==> config.mk <==
export PLATFORM = sky130hd
export DESIGN_NAME = nand_rd_seq
export DESIGN_NICKNAME = d
export VERILOG_FILES = /design/src/rtl/nand_rd_pkg.sv /design/src/rtl/nand_rd_cfg.sv /design/src/rtl/nand_rd_wegen.sv /design/src/rtl/nand_rd_rbwait.sv /design/src/rtl/nand_rd_seq.sv
export SDC_FILE = /design/constraint.sdc
export NUM_CORES = 1
export LEC_CHECK = 0
export BUFFER_PORTS_ARGS = -buffer_cell sky130_fd_sc_hd__buf_2
export CAP_MARGIN = 20
export CORE_MARGIN = 2
export CORE_UTILIZATION = 50
export DETAILED_ROUTE_END_ITERATION = 12
export PLACE_DENSITY = 0.71
export REMOVE_ABC_BUFFERS = 1
export SYNTH_ARGS = -nofsm -noshare
export SYNTH_HDL_FRONTEND = slang
export SYNTH_HIERARCHICAL = 1
export SYNTH_SLANG_ARGS = --single-unit
export TNS_END_PERCENT = 10
==> constraint.sdc <==
create_clock -name clk -period 3.4 [get_ports clk]
set_input_delay 0.17 -clock clk [delete_from_list [all_inputs] [get_ports clk]]
set_output_delay 0.17 -clock clk [all_outputs]
set_load 0.02 [all_outputs]
==> src/rtl/nand_rd_pkg.sv <==
package nand_rd_pkg;
  localparam logic [7:0] OP_RD_SETUP   = 8'h00;
  localparam logic [7:0] OP_RD_CONFIRM = 8'h30;

  typedef enum logic [1:0] {SEQ_IDLE, SEQ_BUS, SEQ_WAIT} seq_state_t;
  typedef enum logic [1:0] {WE_IDLE, WE_SETUP, WE_LOW, WE_HOLD} we_phase_t;
  typedef enum logic [1:0] {RBW_IDLE, RBW_LOW, RBW_HIGH} rb_state_t;
endpackage

==> src/rtl/nand_rd_cfg.sv <==
module nand_rd_cfg #(
  parameter int ROW_BYTES_MAX = 3
) (
  input  logic [1:0] code_i,
  output logic       valid_o,
  output logic [1:0] rows_o
);
  // 00 = long row (default fuse state), 01 = short row, others reserved
  always_comb begin
    case (code_i)
      2'b00:   begin valid_o = 1'b1; rows_o = 2'(ROW_BYTES_MAX);     end
      2'b01:   begin valid_o = 1'b1; rows_o = 2'(ROW_BYTES_MAX - 1); end
      default: begin valid_o = 1'b0; rows_o = 2'(ROW_BYTES_MAX);     end
    endcase
  end
endmodule

==> src/rtl/nand_rd_wegen.sv <==
module nand_rd_wegen
  import nand_rd_pkg::*;
#(
  parameter int SETUP_CLKS = 1,
  parameter int LOW_CLKS   = 2,
  parameter int HOLD_CLKS  = 1
) (
  input  logic clk,
  input  logic rst,
  input  logic go_i,
  output logic we_n_o,
  output logic fin_o
);
  localparam int MAXC = (SETUP_CLKS > LOW_CLKS) ?
                        ((SETUP_CLKS > HOLD_CLKS) ? SETUP_CLKS : HOLD_CLKS) :
                        ((LOW_CLKS > HOLD_CLKS) ? LOW_CLKS : HOLD_CLKS);
  localparam int CW = $clog2(MAXC + 1);

  we_phase_t     phase;
  logic [CW-1:0] cnt;

  always_ff @(posedge clk) begin
    if (rst) begin
      phase  <= WE_IDLE;
      cnt    <= '0;
      we_n_o <= 1'b1;
      fin_o  <= 1'b0;
    end else begin
      fin_o <= 1'b0;
      case (phase)
        WE_IDLE: if (go_i) begin
          phase <= WE_SETUP;
          cnt   <= '0;
        end
        WE_SETUP: if (cnt == CW'(SETUP_CLKS - 1)) begin
          phase  <= WE_LOW;
          cnt    <= '0;
          we_n_o <= 1'b0;
        end else cnt <= cnt + 1'b1;
        WE_LOW: if (cnt == CW'(LOW_CLKS - 1)) begin
          phase  <= WE_HOLD;
          cnt    <= '0;
          we_n_o <= 1'b1;
        end else cnt <= cnt + 1'b1;
        WE_HOLD: if (cnt == CW'(HOLD_CLKS - 1)) begin
          phase <= WE_IDLE;
          cnt   <= '0;
          fin_o <= 1'b1;
        end else cnt <= cnt + 1'b1;
        default: phase <= WE_IDLE;
      endcase
    end
  end
endmodule

==> src/rtl/nand_rd_rbwait.sv <==
module nand_rd_rbwait
  import nand_rd_pkg::*;
#(
  parameter int TIMEOUT = 4096,
  parameter int SYNC    = 2
) (
  input  logic clk,
  input  logic rst,
  input  logic rb_n_i,
  input  logic arm_i,
  output logic ok_o,
  output logic tmo_o
);
  localparam int TW = $clog2(TIMEOUT + 1);

  logic [SYNC-1:0] sync_q;
  logic            rb_s;
  rb_state_t       st;
  logic [TW-1:0]   tcnt;

  assign rb_s = sync_q[SYNC-1];

  always_ff @(posedge clk) begin
    if (rst) sync_q <= '1;
    else     sync_q <= {sync_q[SYNC-2:0], rb_n_i};
  end

  always_ff @(posedge clk) begin
    if (rst) begin
      st    <= RBW_IDLE;
      tcnt  <= '0;
      ok_o  <= 1'b0;
      tmo_o <= 1'b0;
    end else begin
      ok_o  <= 1'b0;
      tmo_o <= 1'b0;
      case (st)
        RBW_IDLE: if (arm_i) begin
          st   <= RBW_LOW;
          tcnt <= '0;
        end
        RBW_LOW, RBW_HIGH: begin
          if (st == RBW_HIGH && rb_s) begin
            ok_o <= 1'b1;
            st   <= RBW_IDLE;
          end else if (tcnt == TW'(TIMEOUT - 1)) begin
            tmo_o <= 1'b1;
            st    <= RBW_IDLE;
          end else begin
            tcnt <= tcnt + 1'b1;
            if (st == RBW_LOW && !rb_s) st <= RBW_HIGH;
          end
        end
        default: st <= RBW_IDLE;
      endcase
    end
  end
endmodule

==> src/rtl/nand_rd_seq.sv <==
module nand_rd_seq
  import nand_rd_pkg::*;
#(
  parameter int COL_W       = 16,
  parameter int ROW_W       = 24,
  parameter int SETUP_CLKS  = 1,
  parameter int WE_LOW_CLKS = 2,
  parameter int HOLD_CLKS   = 1,
  parameter int RB_TIMEOUT  = 4096
) (
  input  logic             clk,
  input  logic             rst,
  input  logic             start_i,
  input  logic [1:0]       cfg_i,
  input  logic [COL_W-1:0] col_i,
  input  logic [ROW_W-1:0] row_i,
  output logic             busy_o,
  output logic             done_o,
  output logic             err_o,
  output logic [7:0]       nand_io_o,
  output logic             nand_cle_o,
  output logic             nand_ale_o,
  output logic             nand_we_n_o,
  input  logic             nand_rb_n_i
);
  localparam int COL_BYTES     = COL_W / 8;
  localparam int ROW_BYTES_MAX = ROW_W / 8;
  localparam int ADDR_BYTES    = COL_BYTES + ROW_BYTES_MAX;
  localparam int IDX_W         = $clog2(ADDR_BYTES + 2);

  seq_state_t       state;
  logic [IDX_W-1:0] idx, last_idx, nxt_idx;
  logic [COL_W-1:0] col_q;
  logic [ROW_W-1:0] row_q;
  logic             go, arm, fin, rb_ok, rb_tmo;
  logic             cfg_valid;
  logic [1:0]       cfg_rows;
  logic [7:0]       addr_byte [ADDR_BYTES];
  logic [ROW_W+COL_W-1:0] addr_flat;

  assign addr_flat = {row_q, col_q};
  assign nxt_idx   = idx + 1'b1;

  for (genvar g = 0; g < ADDR_BYTES; g++) begin : g_addr
    assign addr_byte[g] = addr_flat[8*g +: 8];
  end

  nand_rd_cfg #(.ROW_BYTES_MAX(ROW_BYTES_MAX)) u_cfg (
    .code_i (cfg_i),
    .valid_o(cfg_valid),
    .rows_o (cfg_rows)
  );

  nand_rd_wegen #(
    .SETUP_CLKS(SETUP_CLKS), .LOW_CLKS(WE_LOW_CLKS), .HOLD_CLKS(HOLD_CLKS)
  ) u_we (
    .clk(clk), .rst(rst), .go_i(go), .we_n_o(nand_we_n_o), .fin_o(fin)
  );

  nand_rd_rbwait #(.TIMEOUT(RB_TIMEOUT)) u_rb (
    .clk(clk), .rst(rst), .rb_n_i(nand_rb_n_i), .arm_i(arm),
    .ok_o(rb_ok), .tmo_o(rb_tmo)
  );

  always_ff @(posedge clk) begin
    if (rst) begin
      state      <= SEQ_IDLE;
      idx        <= '0;
      last_idx   <= '0;
      col_q      <= '0;
      row_q      <= '0;
      go         <= 1'b0;
      arm        <= 1'b0;
      busy_o     <= 1'b0;
      done_o     <= 1'b0;
      err_o      <= 1'b0;
      nand_io_o  <= '0;
      nand_cle_o <= 1'b0;
      nand_ale_o <= 1'b0;
    end else begin
      go     <= 1'b0;
      arm    <= 1'b0;
      done_o <= 1'b0;
      case (state)
        SEQ_IDLE: if (start_i) begin
          if (cfg_valid) begin
            col_q      <= col_i;
            row_q      <= row_i;
            last_idx   <= IDX_W'(COL_BYTES + 1) + IDX_W'(cfg_rows);
            idx        <= '0;
            nand_io_o  <= OP_RD_SETUP;
            nand_cle_o <= 1'b1;
            nand_ale_o <= 1'b0;
            go         <= 1'b1;
            busy_o     <= 1'b1;
            err_o      <= 1'b0;
            state      <= SEQ_BUS;
          end else begin
            done_o <= 1'b1;
            err_o  <= 1'b1;
          end
        end
        SEQ_BUS: if (fin) begin
          if (idx == last_idx) begin
            nand_cle_o <= 1'b0;
            nand_ale_o <= 1'b0;
            arm        <= 1'b1;
            state      <= SEQ_WAIT;
          end else begin
            idx <= nxt_idx;
            go  <= 1'b1;
            if (nxt_idx == last_idx) begin
              nand_io_o  <= OP_RD_CONFIRM;
              nand_cle_o <= 1'b1;
              nand_ale_o <= 1'b0;
            end else begin
              nand_io_o  <= addr_byte[idx];
              nand_cle_o <= 1'b0;
              nand_ale_o <= 1'b1;
            end
          end
        end
        SEQ_WAIT: if (rb_ok || rb_tmo) begin
          done_o <= 1'b1;
          err_o  <= rb_tmo;
          busy_o <= 1'b0;
          state  <= SEQ_IDLE;
        end
        default: state <= SEQ_IDLE;
      endcase
    end
  end
endmodule

==> impl_metrics.ini <==
[status]
status = completed

[grt]
grt_pass1_vias = 3464
grtUsageTotal_pct = 20.6
grt_max_degree = 55
grt_pass1_wl_um = 16200
grt.overflow.total = 0
antenna_found_initial = 0

[timing]
fmax_ghz = 0.430
max-slew-margin-rel_pct = 31.3
fin_setup_tns_ns = 0
rsz0062_at_grt = false
timing.final.crit_share_pct = 68.4
finalHoldViolations = 0
slew_violations = 0
setup_viol = 0
tightest_slew_ns = 1.03
fin_crit_ns = 2.33
skew_ns = 0.00822

[power_and_ir_drop]
power_frac_comb_pct = 16.6
vdd_drop_max_mv = 0.341
p_per_area_nw_per_um2 = 458
switching_share_pct = 28.6
p_int_w = 0.00159
seqPwrFrac_pct = 50.5
leakage_nw = 1.83
p_clk_share_pct = 32.8
power_switching_w = 0.000635

[cts]
postCtsResizedCells = 0
root_buffer = clkbuf_8
cts_setup_buffers = 0
postCtsHoldBufs = 1
htree_levels = 3
cts_tree = built
clk_pin_slew_ns = 0.09
cts_buffers = 9
clkSinkCount = 88
cts.path.max_buffers = 2
clk_latency_ns = 0.36

[cells_and_area]
n_antenna_cell = 0
stdcell_count = 665
layout_commonest_cell = nand2_1
layout-drive-gt1-share_pct = 18.3
layout.nets = 615
n_fill_cell = 811
syn_to_final_growth_pct = 11.9
layout_common_cells = nand2_1, dfxtp_1, buf_2, a21oi_1, o21ai_0
final_area_um2 = 4860

[routing]
num_vias = 3668
ant_nets = 0
first_iter_violations = 137
drc_errors = 0
dr.pass1.iters = 5
drt_wl_total_um = 9510
wl_per_cell_um = 14.3
viasPerCell = 5.52

[yosys]
synth-edff-count = 0
syn_avg_cell_area_um2 = 8.55
synth.distinct_cells = 68
syn-cell-area_um2 = 4340
synth.yosys.seq_area_share_pct = 40.6
synth-main-ff-cell = dfxtp_1
async_flop_share_pct = 0
synthCells = 508
synth-seq-cells = 88
ys_warn_count = 6

[worst_setup_path]
end_kind = flip-flop
critPathMaxFanout = 22
crit_required_ns = 3.68
crit_arrival_ns = 2.61
crit_type = flip-flop to flip-flop
start_kind = flip-flop

[die]
die_w_um = 97.2
die_h_um = 97.2
fp-row-count = 34
core_um2 = 8550
dieArea_um2 = 9450
initial_core_util_pct = 50.8
ioPinCount = 60

[placement]
place_area_um2 = 4650
dpl.cell_count = 648
io_buffers = 59
routabilityCongestion = 0.887
dp_hpwl_um = 6490

[hold_path]
hp-class = primary input to flip-flop

[flow_run]
cap_violations = 0
power by group through the flow:
stage | Sequential [W] | Clock (W) | Combinational (W)
global placement | 0.00115 | 0 | 0.000354
detailed placement | 0.00115 | 0 | 0.000366
finish | 0.00112 | 0.000730 | 0.000370
global route | 0.00113 | 0.000790 | 0.000418
CTS | 0.00112 | 0.000755 | 0.000369
floorplan | 0.00115 | 0 | 0.000251
through the flow:
stage	hold WS [ns]	utilization [%]	total power, W	setup slack, ns
2_1_floorplan	0.238	-	0.00140	1.18
3_3_place_gp	0.370	54.4	0.00150	1.21
3_5_place_dp	0.365	54.4	0.00151	1.11
4_1_cts	0.0163	56.8	0.00225	1.09
5_1_grt	0.0289	56.8	0.00234	0.850
6_report	0.0362	56.8	0.00222	1.07
kinds of logic after synthesis:
group	share of synthesized area (%)
buffers and inverters	5.01
xor gates and xnor gates	1.56
AOI/OAI and AO/OA	22.8
DFF	40.6
muxes	4.15
and+or+nand+nor	21.0
other	0.0863
adders and majority gates	4.90
critical path, cell delays in order (launching register included):
cell       delay (ns)
dfxtp_1          0.81
ha_1             0.39
xor2_1           0.22
o31ai_2          0.13
or4b_4           0.54
o2bb2ai_1        0.17
per-layer routing:
layer	vias to the layer above	GRT usage, %	part of all wire [%]
met5	-	0	0
met4	0	8.65	1.4
met3	10	3.96	5.4
met2	77	32.3	46
met1	1691	28.0	47
li1	1890	-	-
layout make-up:
class	count	area [um^2]	area share [%]
sequential	88	1760	36.2
clock inverter	6	68.8	1.42
timing repair buffer	65	343	7.05
tap	108	135	2.78
clock buffer	10	128	2.63
multi-input combinational	372	2360	48.6
inverter	16	60.1	1.24
state kept, by name, summed over array words and instances (netlist names), 2 cells and up:
name,cells
col_q,16
idx,3
last_idx,3
nand_io_o,8
row_q,24
state,2
u_rb/st,2
u_rb/sync_q,2
u_rb/tcnt,13
u_we/cnt,2
u_we/phase,2
worst paths after layout:
path	from	slack [ns]	cells after the start	to
hold reg to reg	u_rb/sync_q[0]$_SDFF_PP1_	0.43	1	u_rb/sync_q[1]$_SDFF_PP1_
setup / recovery	idx[1]$_SDFFE_PP0P_	1.07	5	nand_io_o[6]$_SDFFE_PP0P_
setup reg to reg	idx[1]$_SDFFE_PP0P_	1.07	5	nand_io_o[6]$_SDFFE_PP0P_
hold / removal	row_i[9]	0.04	3	row_q[9]$_SDFFE_PP0P_
cell usage after synthesis, types with 4 or more instances:
| cell | instances | area [um^2] |
|---|---|---|
| a31oi_1 | 5 | 31.3 |
| dfxtp_1 | 88 | 1760 |
| inv_1 | 16 | 60.1 |
| nor2_1 | 9 | 33.8 |
| o31ai_1 | 4 | 30.0 |
| o2bb2ai_1 | 10 | 87.6 |
| ha_1 | 17 | 213 |
| and3_1 | 6 | 37.5 |
| o31a_1 | 4 | 35.0 |
| nand2b_1 | 6 | 37.5 |
| nand2_1 | 106 | 398 |
| a21oi_1 | 56 | 280 |
| nand4_1 | 8 | 50.1 |
| o21ai_0 | 30 | 150 |
| nand3_1 | 10 | 50.1 |
| a311oi_2 | 4 | 60.1 |
| clkbuf_1 | 19 | 71.3 |
| nand3b_1 | 6 | 45.0 |
| nor3_1 | 5 | 25.0 |
| buf_2 | 4 | 20.0 |
| mux2i_1 | 18 | 180 |
| a211oi_1 | 6 | 45.0 |
Power figures use the tool's default switching activity.
